### src/rtl/rtc_irq_pkg.sv
package rtc_irq_pkg;
  localparam int BYTE_W   = 8;
  localparam int NUM_SRC  = 3;
  localparam int FLAG_LSB = 4;
  localparam int SUM_BIT  = BYTE_W - 1;
  localparam int VLD_BIT  = BYTE_W - 1;
  localparam int PAD_W    = FLAG_LSB;

  // source index order sets bit position: FLAG_LSB + index
  typedef enum int {
    SRC_UPD = 0,
    SRC_ALM = 1,
    SRC_PER = 2
  } src_e;

  typedef logic [NUM_SRC-1:0] src_vec_t;
endpackage

### src/rtl/rtc_irq_edge.sv
module rtc_irq_edge (
  input  logic clk_i,
  input  logic rst_ni,
  input  logic lvl_i,
  output logic rise_o
);
  logic lvl_q;

  always_ff @(posedge clk_i or negedge rst_ni) begin
    if (!rst_ni) lvl_q <= 1'b0;
    else         lvl_q <= lvl_i;
  end

  assign rise_o = lvl_i & ~lvl_q;
endmodule

### src/rtl/rtc_irq_flag.sv
module rtc_irq_flag (
  input  logic clk_i,
  input  logic rst_ni,
  input  logic set_i,
  input  logic clr_i,
  output logic flag_o
);
  // set wins over clear so a coincident event is not lost
  always_ff @(posedge clk_i or negedge rst_ni) begin
    if (!rst_ni)    flag_o <= 1'b0;
    else if (set_i) flag_o <= 1'b1;
    else if (clr_i) flag_o <= 1'b0;
  end
endmodule

### src/rtl/rtc_irq_req.sv
module rtc_irq_req
  import rtc_irq_pkg::*;
(
  input  src_vec_t flags_i,
  input  src_vec_t en_i,
  output logic     req_o,
  output logic     irq_no
);
  assign req_o  = |(flags_i & en_i);
  assign irq_no = ~req_o;
endmodule

### src/rtl/rtc_irq_fmt.sv
module rtc_irq_fmt
  import rtc_irq_pkg::*;
(
  input  logic              req_i,
  input  src_vec_t          flags_i,
  input  logic              supply_ok_i,
  output logic [BYTE_W-1:0] status_o,
  output logic [BYTE_W-1:0] aux_status_o
);
  always_comb begin
    status_o = '0;
    status_o[SUM_BIT] = req_i;
    for (int i = 0; i < NUM_SRC; i++) status_o[FLAG_LSB+i] = flags_i[i];
    status_o[PAD_W-1:0] = '0;
  end

  always_comb begin
    aux_status_o = '0;
    aux_status_o[VLD_BIT] = supply_ok_i;
  end
endmodule

### src/rtl/rtc_irq_flags.sv
module rtc_irq_flags
  import rtc_irq_pkg::*;
(
  input  logic              clk_i,
  input  logic              rst_ni,
  input  logic              tap_i,
  input  logic              alarm_i,
  input  logic              update_i,
  input  logic              en_per_i,
  input  logic              en_alm_i,
  input  logic              en_upd_i,
  input  logic              rd_status_i,
  input  logic              supply_ok_i,
  output logic [BYTE_W-1:0] status_o,
  output logic [BYTE_W-1:0] aux_status_o,
  output logic              irq_no
);
  src_vec_t set_vec, en_vec, flags;
  logic     tap_rise, req;

  rtc_irq_edge u_tap_edge (
    .clk_i  (clk_i),
    .rst_ni (rst_ni),
    .lvl_i  (tap_i),
    .rise_o (tap_rise)
  );

  always_comb begin
    set_vec          = '0;
    set_vec[SRC_PER] = tap_rise;
    set_vec[SRC_ALM] = alarm_i;
    set_vec[SRC_UPD] = update_i;
    en_vec           = '0;
    en_vec[SRC_PER]  = en_per_i;
    en_vec[SRC_ALM]  = en_alm_i;
    en_vec[SRC_UPD]  = en_upd_i;
  end

  for (genvar g = 0; g < NUM_SRC; g++) begin : g_flag
    rtc_irq_flag u_flag (
      .clk_i  (clk_i),
      .rst_ni (rst_ni),
      .set_i  (set_vec[g]),
      .clr_i  (rd_status_i),
      .flag_o (flags[g])
    );
  end

  rtc_irq_req u_req (
    .flags_i (flags),
    .en_i    (en_vec),
    .req_o   (req),
    .irq_no  (irq_no)
  );

  rtc_irq_fmt u_fmt (
    .req_i        (req),
    .flags_i      (flags),
    .supply_ok_i  (supply_ok_i),
    .status_o     (status_o),
    .aux_status_o (aux_status_o)
  );
endmodule

### config.mk
export PLATFORM = sky130hd
export DESIGN_NAME = rtc_irq_flags
export DESIGN_NICKNAME = d
export VERILOG_FILES = /design/src/rtl/rtc_irq_pkg.sv /design/src/rtl/rtc_irq_edge.sv /design/src/rtl/rtc_irq_flag.sv /design/src/rtl/rtc_irq_req.sv /design/src/rtl/rtc_irq_fmt.sv /design/src/rtl/rtc_irq_flags.sv
export SDC_FILE = /design/constraint.sdc
export NUM_CORES = 1
export LEC_CHECK = 0
export ABC_AREA = 1
export BUFFER_PORTS_ARGS = -buffer_cell sky130_fd_sc_hd__buf_2
export CAP_MARGIN = 25
export CORE_AREA = 2 2 39 41
export DETAILED_ROUTE_END_ITERATION = 12
export DIE_AREA = 0 0 41 43
export PLACE_DENSITY = 0.62
export SLEW_MARGIN = 20
export SYNTH_ARGS = -nofsm -noshare
export SYNTH_HDL_FRONTEND = slang
export SYNTH_SLANG_ARGS = --single-unit
### constraint.sdc
create_clock -name clk_i -period 1.6 [get_ports clk_i]
set_clock_uncertainty 0.05 [all_clocks]
set_input_delay 0 -clock clk_i [delete_from_list [all_inputs] [get_ports clk_i]]
set_output_delay 0 -clock clk_i [all_outputs]
set_load 0.005 [all_outputs]
# Word-level counts from Yosys, hierarchy flattened
# Cells that the tools add are included.
# Widths: inputs -> output; s select.
classes:
  mux: 4
  n_reduce_logical: 4
  n_bitwise: 4
op_table:
  columns: ["cell", "n"]
  rows:
  - ["$reduce_bool 2->1", 3]
  - ["$mux 1", 4]
  - ["$and 3x3->3", 1]
  - ["$reduce_or 3->1", 1]
  - ["$not 1->1", 2]
  - ["$and 1x1->1", 1]
word_totals:
  in_bits: 10
  out_inout_bits: 17
  regBits: 4
  word_cells: 16

# Logic depth before layout (Yosys ltp)
# Gate-level depths: netlist (run 1).
depth:
  depth_word: 3
  mapped_depth: 3
  depth_no_buf: 3

# Cells and area by module
# From an unflattened synthesis (run 1), not the netlist that was laid out.
hier_totals:
  cells_unflattened: 42
  area_unflattened_um2: 311.5
modules_own_cells:
  columns: ["module", "area_each_um2", "seq_area_each_um2", "n_inst", "cells_each"]
  rows:
  - ["rtc_irq_fmt", 123.9, 0.0, 1, 17]
  - ["rtc_irq_flag", 40.0, 25.0, 3, 5]
  - ["rtc_irq_edge", 35.0, 25.0, 1, 3]
  - ["rtc_irq_req", 32.5, 0.0, 1, 7]

# Least setup slack after synthesis (run 1)
# Ideal clock, no wire load.
synth_timing:
  path_kind: "reg-to-output"
  start: "register g_flag[2].u_flag.flag_o"
  end: "output status_o[7]"
  slack_ps: 910
  stages_incl_launch_ff: 4
  t_required_ps: 1550
  path_buffers: 1
  arrival_ps: 640
  path_cell_list: "dfrtp_1 nand2_2 nand3_1 buf_4"
synth_between:
  elab_chain_cells: 2
synth_lines:
  columns: ["element", "line", "rtl"]
  rows:
  - ["start: declaration", "rtc_irq_flag.sv:6", "output logic flag_o"]
  - ["start signal: assignment", "rtc_irq_flag.sv:10", "if (!rst_ni) flag_o <= 1'b0;"]
  - ["start signal: assignment", "rtc_irq_flag.sv:11", "else if (set_i) flag_o <= 1'b1;"]
  - ["start signal: assignment", "rtc_irq_flag.sv:12", "else if (clr_i) flag_o <= 1'b0;"]
  - ["$and 3x3->3", "rtc_irq_req.sv:9", "assign req_o = |(flags_i & en_i);"]
  - ["$reduce_or 3->1", "rtc_irq_req.sv:9", null]
  - ["end: declaration", "rtc_irq_flags.sv:14", "output logic [BYTE_W-1:0] status_o,"]
# No other way between the ends.

# Worst setup path in the final report (run 1)
layout_timing:
  start: "input alarm_i"
  end: "register g_flag[1].u_flag.flag_o"
layout_between:
  elab_chain_cells: 1
  elab_cells_between_ends: 2
  cone_classes: "mux (1); reduce/logical (1)"
layout_lines:
  columns: ["element", "line", "rtl"]
  rows:
  - ["start: declaration", "rtc_irq_flags.sv:7", "input logic alarm_i,"]
  - ["$mux 1 or $reduce_bool 2->1 (tied branches)", null, null]
  - ["end signal: assignment", "rtc_irq_flag.sv:10", null]
  - ["end signal: assignment", "rtc_irq_flag.sv:11", null]
  - ["end signal: assignment", "rtc_irq_flag.sv:12", null]
  - ["end: declaration", "rtc_irq_flag.sv:6", null]
# Several ways; a longest one is shown, not always the timed one.
# A chain may end at the register's enable or synchronous reset.

==> flow_metrics.tcl, run 1 <==
set metrics [dict create \
    highest_count_cells_in_the_layout_ignoring_fill_and_taps "13 x buf_2, 11 x conb_1, 8 x dlygate4sd3_1" \
    post_synth_instance_area_sq_um 299 \
    cp_max_fo 1 \
    final_period_demand_of_the_worst_path_ns 1.27 \
    core_sq_mm 0.00138 \
    yosysSeqAreaShare_pct 33.5 \
    netlist_top_cells_area "buf_4 40%, dfrtp_1 33%, inv_1 5.0%" \
    groute.usage.overall_pct 7.57 \
    areaGrowthSynthToFinish_pct 35.1 \
    finalSetupViolCount 0 \
    static-leakage-power_uw 0.000235 \
    hold_violations 0 \
    post-dp-hpwl_microns 372 \
    syn_avg_cell_area_sq_um 8.31 \
    remaining_drc_errors 0 \
    io_buffer_count 13 \
    tritoncts.num_buffers 3 \
    setup.worst_path.class "in -> reg" \
    drt-wirelength-per-cell_microns 7.09 \
    clock_tree.buffer_depth 2 \
    timing.reg2reg.setup_slack_ns 0.37 \
    cts.sinks 4 \
    final_max_slew_viol_count 0 \
    number_of_antenna_violations_at_the_first_check_in_global_routing 0 \
    power-per-cell-area_mw_per_mm2 748 \
    floorplan.die.height_microns 43 \
    insertion_delay_ns 0.24 \
    startpoint_type "primary input" \
    cts.reportedPaths.clkPinSlew_ns 0.04 \
    start_util_pct 21.6 \
    drive_gt1_share_pct 37.0 \
    via_count 233 \
    dr.pass1.iters 1 \
    post_synthesis_cell_count 36 \
    finish.utilization_pct 29.2 \
    insertedDiodeCount 0 \
    run_status "finished, final reports clean" \
    synthDistinctLibCells 11 \
    irDropWorstVdd_mv 0.416 \
    postCtsHoldBufs 8 \
    grt_setup_unrepaired "false" \
    worstPathArrival_ns 1.33 \
    grt_first_pass_wirelength_microns 779 \
    avg_vias_per_cell 3.33 \
    antenna_left 0 \
    root_buffer_master "clkbuf_4" \
    period_share_pct 79.2 \
    cp.required_ns 1.67 \
    finalNetCount 66 \
    dieArea_sq_mm 0.00176 \
    pin_count 27 \
    maximum_number_of_pins_on_one_net_before_global_route_repair 5 \
    last_weighted_congestion_value_of_the_routability_driven_placer 0.542 \
    post_cts_resized 0 \
    synthDominantAreaCellType "buf_4" \
    vias_in_the_first_global_route 212 \
    tritoncts "done" \
    timing.reg2reg.worst_path_depth 3 \
    cts_post_setup_buffers_inserted 0 \
    layout_commonest_cell "buf_2" \
    maxClockFrequency_ghz 0.789 \
    synth.yosys.warnings 0 \
    grt_remaining_overflow 0 \
    max-cap-violations 0 \
    drtIter0Drc 0 \
    hold_path.class "in -> async" \
    synthDominantCellAreaShare_pct 40.2 \
    placement_rows 14 \
    clock_tree.htree_level_count 1 \
    drt-total-wl_microns 496 \
    fin_tns_setup_ns 0 \
    chipWidth_microns 41 \
    endpoint_kind "flop" \
    postSynthRegisterBits 4 \
]
## worst paths after layout
check | startpoint | to
max | alarm_i | g_flag[1].u_flag.flag_o
min | rst_ni | g_flag[1].u_flag.flag_o
max reg2reg | g_flag[1].u_flag.flag_o | g_flag[1].u_flag.flag_o
min reg2reg | u_tap_edge.lvl_q | g_flag[2].u_flag.flag_o
max in group asynchronous | rst_ni | g_flag[2].u_flag.flag_o
min in group clk_i | en_per_i | status_o[7]
## Yosys cell counts
cell and number:
o21ai_2 1, dfrtp_1 4, nand3_1 1, o21bai_1 2, nand2_1 4, nor2_2 1
conb_1 1, inv_1 4, buf_4 16, inv_2 1, nand2_2 1
## critical path, cell delays in order
cell	delay, ns
dlygate4sd3_1	0.53
buf_2	0.11
o21bai_1	0.14
dlygate4sd3_1	0.55
## area by class of cell
class | count | area (sq um)
repair buffers | 21 | 145
clock buffers | 3 | 22.5
multi-input cells | 21 | 97.6
fillers | 164 | 980
well taps | 16 | 20.0
flip-flops and latches | 4 | 100
inverters | 5 | 18.8
## sequential cells by signal, summed over array words and instances, names as in the netlist
register              cells
g_flag.u_flag.flag_o      3
u_tap_edge.lvl_q          1
## per-stage QoR
stage / setup WS (ns) / instances / total power (uW) / hold WS, ns / instance area [sq um]
floorplan: 0.910 / 46 / 170 / -0.346 / 337
global placement: 0.848 / 59 / 162 / -0.244 / 302
detailed placement: 0.841 / 59 / 163 / -0.241 / 302
CTS: 0.358 / 70 / 311 / 0.0561 / 404
global route: 0.297 / 70 / 330 / 0.0648 / 404
finish: 0.333 / 70 / 302 / 0.0552 / 404
## report_power, final
| group | leakage (uW) | internal [uW] | switching (uW) | total, uW |
|---|---|---|---|---|
| Sequential | 0.0000453 | 109 | 4.75 | 114 |
| Clock | 0.0000138 | 83.9 | 41.6 | 125 |
| Combinational | 0.000176 | 35.4 | 28.0 | 63.4 |
## cells by family (layout without fill, tap and decap cells)
logic type             after synthesis  in the layout  synth area share (%)
AOI/OAI and AO/OA                    3              3                  7.95
DFF                                  4              4                  33.5
buffers and inverters               21             29                  46.4
and+or+nand+nor                      7              7                  10.9
other                                1             11                  1.25
## layer usage
layer  track usage (%)  share of wire (%)  up-vias
li1                  -                  -      116
met1              5.56                 32       99
met2              11.6                 52       14
met3              1.57                9.5        4
met4              12.0                6.9        0
met5                 0                  0        -
Power figures use the tool's default switching activity.
==> run 2: changes to the inputs <==
PLACE_DENSITY = 0.64   (was 0.62)
clock period = 1 ns   (was 1.6 ns; I/O delays follow)
==> run 2 against run 1 <==
Net effect: via count is 3.9% lower; wire length is 2.8% higher; count of clock-buffer cells in the layout stayed put; first-iteration DRC count stayed put; die area stayed put; final area is 0.62% higher; final cell count is 1.4% higher; core utilization is 0.18 points higher; critical path type is now reg -> out.
==> flow_metrics.tcl, run 2 (synthesis results as in run 1) <==
set metrics [dict create \
    run_status "finished, final reports clean" \
    seq_area_sq_um 100 \
    largest_register_ff_count 3 \
    hold_path.class "in -> async" \
    placement_rows 14 \
    power-per-cell-area_mw_per_mm2 1200 \
    irDropWorstVdd_mv 0.452 \
    hold_violations 0 \
    period_share_pct 96.6 \
    grt_remaining_overflow 0 \
    finalSetupViolCount 0 \
    areaGrowthSynthToFinish_pct 36.0 \
    regMostFlops "g_flag.u_flag.flag_o" \
    drive_gt1_share_pct 41.8 \
    drtIter0Drc 0 \
    core_sq_mm 0.00138 \
    clock_tree.buffer_depth 2 \
    internal-power_uw 369 \
    grt_util_met1_pct 6.54 \
    finalNetCount 67 \
    io_buffer_count 13 \
    chipWidth_microns 41 \
    post_dp_cell_area_sq_um 302 \
    maxClockFrequency_ghz 1.04 \
    maximum_number_of_pins_on_one_net_before_global_route_repair 5 \
    dieArea_sq_mm 0.00176 \
    antenna_left 0 \
    endpoint_kind "output pin" \
    cp.required_ns 0.95 \
    startpoint_type "flop" \
    insertion_delay_ns 0.23 \
    max-cap-violations 0 \
    dr.pass1.iters 1 \
    vias_in_the_first_global_route 195 \
    pin_count 27 \
    layout.cells.non_filler 71 \
    start_util_pct 21.6 \
    grt_first_pass_wirelength_microns 731 \
    seq_power_share_pct 37.0 \
    drt-wirelength-per-cell_microns 7.18 \
    fillCellCount 168 \
    groute.usage.overall_pct 6.56 \
    drt-total-wl_microns 510 \
    use_met3_pct 1.57 \
    floorplan.die.height_microns 43 \
    number_of_antenna_violations_at_the_first_check_in_global_routing 0 \
    root_buffer_master "clkbuf_4" \
    static-leakage-power_uw 0.000242 \
    final_max_slew_viol_count 0 \
    groute.layer.met2.usage_pct 9.38 \
    insertedDiodeCount 0 \
    cts.reportedPaths.clkPinSlew_ns 0.04 \
    timing.reg2reg.setup_slack_ns 0.21 \
    postLayoutCellArea_sq_um 407 \
    clkPwrFrac_pct 40.8 \
    worstPathArrival_ns 0.92 \
    cts.sinks 4 \
    remaining_drc_errors 0 \
    multi_input_comb_area_sq_um 97.6 \
    sw_frac_of_total_pct 24.4 \
    p_switching_uw 119 \
    clock_tree.htree_level_count 1 \
    numPlacedInstances 59 \
    highest_count_cells_in_the_layout_ignoring_fill_and_taps "13 x buf_2, 11 x conb_1, 6 x dlygate4sd3_1" \
    tritoncts "done" \
    setup.worst_path.class "reg -> out" \
    avg_vias_per_cell 3.15 \
    finish.utilization_pct 29.4 \
    largestRegisters "g_flag.u_flag.flag_o (3), u_tap_edge.lvl_q (1)" \
    grt.busiest_layer "met2" \
    layout_commonest_cell "buf_2" \
    fin_tns_setup_ns 0 \
    via_count 224 \
    cp_max_fo 3 \
    last_weighted_congestion_value_of_the_routability_driven_placer 0.591 \
    pwr-share-comb_pct 22.3 \
    tritoncts.num_buffers 3 \
    final_period_demand_of_the_worst_path_ns 0.966 \
    grt_setup_unrepaired "true" \
]
run 2: what timing repair did:
action / in CTS / in global routing
pin swaps: 0 / 1
gates resized for setup: 0 / 0
cloned: 0 / 0
hold endpoints to repair: 9 / 0
endpoints found under the setup margin: 1 / 2
hold buffers: 6 / 0
buffers inserted: 1 / 2
run 2: through the flow:
stage                     worst slack [ns]  total power, uW  hold slack [ns]
after floorplan                      0.310              272           -0.346
after global placement               0.241              259           -0.244
after detailed placement             0.245              261           -0.241
after CTS                         0.000468              494           0.0541
after global routing               -0.0309              522           0.0751
final                               0.0344              487           0.0526
run 2: layout make-up:
| class | count | area share, % |
|---|---|---|
| inverter | 5 | 4.62 |
| sequential | 4 | 24.6 |
| multi-input combinational | 21 | 24.0 |
| timing repair buffer | 22 | 36.3 |
| clock buffer | 3 | 5.54 |
| tap | 16 | 4.92 |
run 2: power groups by stage:
stage / Clock (uW) / Sequential (uW) / Combinational [uW]
after global placement: 0 / 184 / 75.4
after detailed placement: 0 / 184 / 76.7
final: 199 / 180 / 108
after global routing: 216 / 181 / 124
after floorplan: 0 / 182 / 89.8
after CTS: 212 / 181 / 101
run 2: path summary, 6_finish.rpt:
| kind | from | to | cells past startpoint |
|---|---|---|---|
| max | g_flag[2].u_flag.flag_o | irq_no | 4 |
| min | rst_ni | u_tap_edge.lvl_q | 2 |
| max reg2reg | g_flag[2].u_flag.flag_o | g_flag[2].u_flag.flag_o | 3 |
| min reg2reg | u_tap_edge.lvl_q | g_flag[2].u_flag.flag_o | 3 |
| max in group asynchronous | rst_ni | g_flag[0].u_flag.flag_o | 2 |
| min in group clk_i | en_per_i | status_o[7] | 4 |
run 2: routing by layer:
metal	share of wire (%)	vias to the layer above
li1	-	117
met1	39	95
met2	50	12
met3	10	0
met4	0	0
met5	0	-
run 2: critical path, cell delays in order, from the launching register on:
cell and delay (ns):
dfrtp_1 0.39, nand2_2 0.08, inv_2 0.03, nor2_2 0.07
buf_2 0.11
==> run 3: changes to the inputs <==
BUFFER_PORTS_ARGS = default   (was -buffer_cell sky130_fd_sc_hd__buf_2)
DONT_BUFFER_PORTS = 1   (was default)
PLACE_DENSITY = 0.46   (was 0.64)
==> run 3 against run 2 <==
Net effect: count of clock-buffer cells in the layout is the same; die area is the same; register-to-register slack gained 0.09 ns; via count shrank 15%; global-route usage shrank 1.0 points; fmax grew 3.6%; critical path type unchanged; critical endpoint unchanged; highest routed layer unchanged.
==> flow_metrics.tcl, run 3 (synthesis results as in run 1) <==
set metrics [dict create \
    run_status "finished, final reports clean" \
    startpoint_type "flop" \
    chipWidth_microns 41 \
    insertion_delay_ns 0.23 \
    post-dp-hpwl_microns 382 \
    worstSetupEndpoint "irq_no" \
    start_util_pct 21.6 \
    critical_path.most_common_cell "nand2_1" \
    largestRegisters "g_flag.u_flag.flag_o (3), u_tap_edge.lvl_q (1)" \
    seq_area_sq_um 100 \
    timing.critical_path.cells "nand2_1 > nand2_1 > nor2_2" \
    timing.reg2reg.setup_slack_ns 0.30 \
    finish.utilization_pct 23.8 \
    antenna_left 0 \
    areaGrowthSynthToFinish_pct 10.0 \
    period_share_pct 93.2 \
    setup.worst_path.class "reg -> out" \
    cp.required_ns 0.95 \
    remaining_drc_errors 0 \
    drtIter0Drc 1 \
    number_of_antenna_violations_at_the_first_check_in_global_routing 0 \
    last_weighted_congestion_value_of_the_routability_driven_placer 0.640 \
    largest_register_ff_count 3 \
    grt_setup_unrepaired "true" \
    endpoint_kind "output pin" \
    worstReg2RegStart "g_flag[2].u_flag.flag_o" \
    pwr-share-comb_pct 14.8 \
    vias_in_the_first_global_route 152 \
    io_buffer_count 0 \
    postLayoutCellArea_sq_um 329 \
    max-cap-violations 0 \
    crit_start "g_flag[0].u_flag.flag_o" \
    multi_input_comb_area_sq_um 97.6 \
    power-per-cell-area_mw_per_mm2 1360 \
    r2r_end "g_flag[2].u_flag.flag_o" \
    timing.final.ws_setup_ns 0.0678 \
    grt_remaining_overflow 0 \
    post-place-ws_ns 0.297 \
    seq_power_share_pct 41.3 \
    layout_commonest_cell "conb_1" \
    cp_max_fo 3 \
    insertedDiodeCount 0 \
    static-leakage-power_uw 0.000182 \
    maximum_number_of_pins_on_one_net_before_global_route_repair 5 \
    worstPathArrival_ns 0.88 \
    final_period_demand_of_the_worst_path_ns 0.932 \
    p_switching_uw 107 \
    via_count 191 \
    dr.pass1.iters 2 \
    dieArea_sq_mm 0.00176 \
    irDropWorstVdd_mv 0.369 \
    groute.usage.overall_pct 5.54 \
    sw_frac_of_total_pct 24.0 \
    hold_path.class "in -> out" \
    drive_gt1_share_pct 17.5 \
    grt_first_pass_wirelength_microns 552 \
    fin_tns_setup_ns 0 \
    clock_tree.htree_level_count 1 \
    avg_vias_per_cell 3.41 \
    maxClockFrequency_ghz 1.07 \
    timing.reg2reg.worst_path_depth 2 \
    tritoncts.num_buffers 3 \
    final_max_slew_viol_count 0 \
    fillCellCount 163 \
    core_sq_mm 0.00138 \
    highest_count_cells_in_the_layout_ignoring_fill_and_taps "11 x conb_1, 7 x dlygate4sd3_1, 4 x nand2_1, 4 x inv_1, 4 x dfrtp_1" \
    tritoncts "done" \
    maximum_single_stage_delay_on_the_critical_path_ns 0.39 \
    placement_rows 14 \
    clkPwrFrac_pct 44.0 \
    critPathSlowestCell "dfrtp_1" \
    finalSetupViolCount 0 \
    clock_tree.buffer_depth 2 \
    post_cts_resized 0 \
    floorplan.die.height_microns 43 \
    internal-power_uw 339 \
    finalNetCount 52 \
    drt-wirelength-per-cell_microns 7.63 \
    regMostFlops "g_flag.u_flag.flag_o" \
    pin_count 27 \
    post_dp_cell_area_sq_um 236 \
    cts.reportedPaths.clkPinSlew_ns 0.04 \
    cts.sinks 4 \
    drt-total-wl_microns 427 \
    holdWs_ns 0.0675 \
    hold_violations 0 \
    root_buffer_master "clkbuf_4" \
]
-- run 3: area by class of cell --
class | count | share of cell area (%)
Sequential cell | 4 | 30.4
Tap cell | 16 | 6.08
Inverter | 5 | 5.70
Clock buffer | 3 | 6.84
Timing Repair Buffer | 7 | 21.3
Multi-Input combinational cell | 21 | 29.7
-- run 3: worst min-delay path by stage --
stage,slack (ns),endpoint,cells past startpoint,startpoint
6_report,0.07,irq_no,3,en_per_i
5_1_grt,0.09,status_o[7],2,en_per_i
4_1_cts,0.07,irq_no,3,en_per_i
3_5_place_dp,-0.35,u_tap_edge.lvl_q,0,rst_ni
3_3_place_gp,-0.35,u_tap_edge.lvl_q,0,rst_ni
2_1_floorplan,-0.35,g_flag[0].u_flag.flag_o,0,rst_ni
-- run 3: what timing repair did --
action | CTS | global route
setup buffers | 0 | 0
hold endpoints to repair | 9 | 0
endpoints found under the setup margin | 0 | 1
hold buffers | 7 | 0
-- run 3: through the flow --
stage | total power [uW] | instances
after floorplan | 272 | 46
after global placement | 225 | 46
after detailed placement | 227 | 46
after CTS | 461 | 56
after global routing | 491 | 56
final | 446 | 56
-- run 3: worst max-delay path: cells and delay by family (launching register included) --
family / cells / cell delay [ns]
simple gates: 3 / 0.25
flops: 1 / 0.39
-- run 3: routing by layer --
layer	vias up	wire length, microns	track usage (%)
met1	87	140	3.90
met4	0	0	6.00
met3	0	60	5.24
li1	90	-	-
met2	14	226	7.50
met5	-	0	0
-- run 3: power groups by stage --
| stage | sequential (uW) | clock (uW) | combinational, uW |
|---|---|---|---|
| after floorplan | 182 | 0 | 89.8 |
| after global placement | 186 | 0 | 39.1 |
| after detailed placement | 187 | 0 | 39.5 |
| after CTS | 185 | 210 | 66.9 |
| after global routing | 186 | 227 | 78.3 |
| final | 184 | 196 | 65.9 |
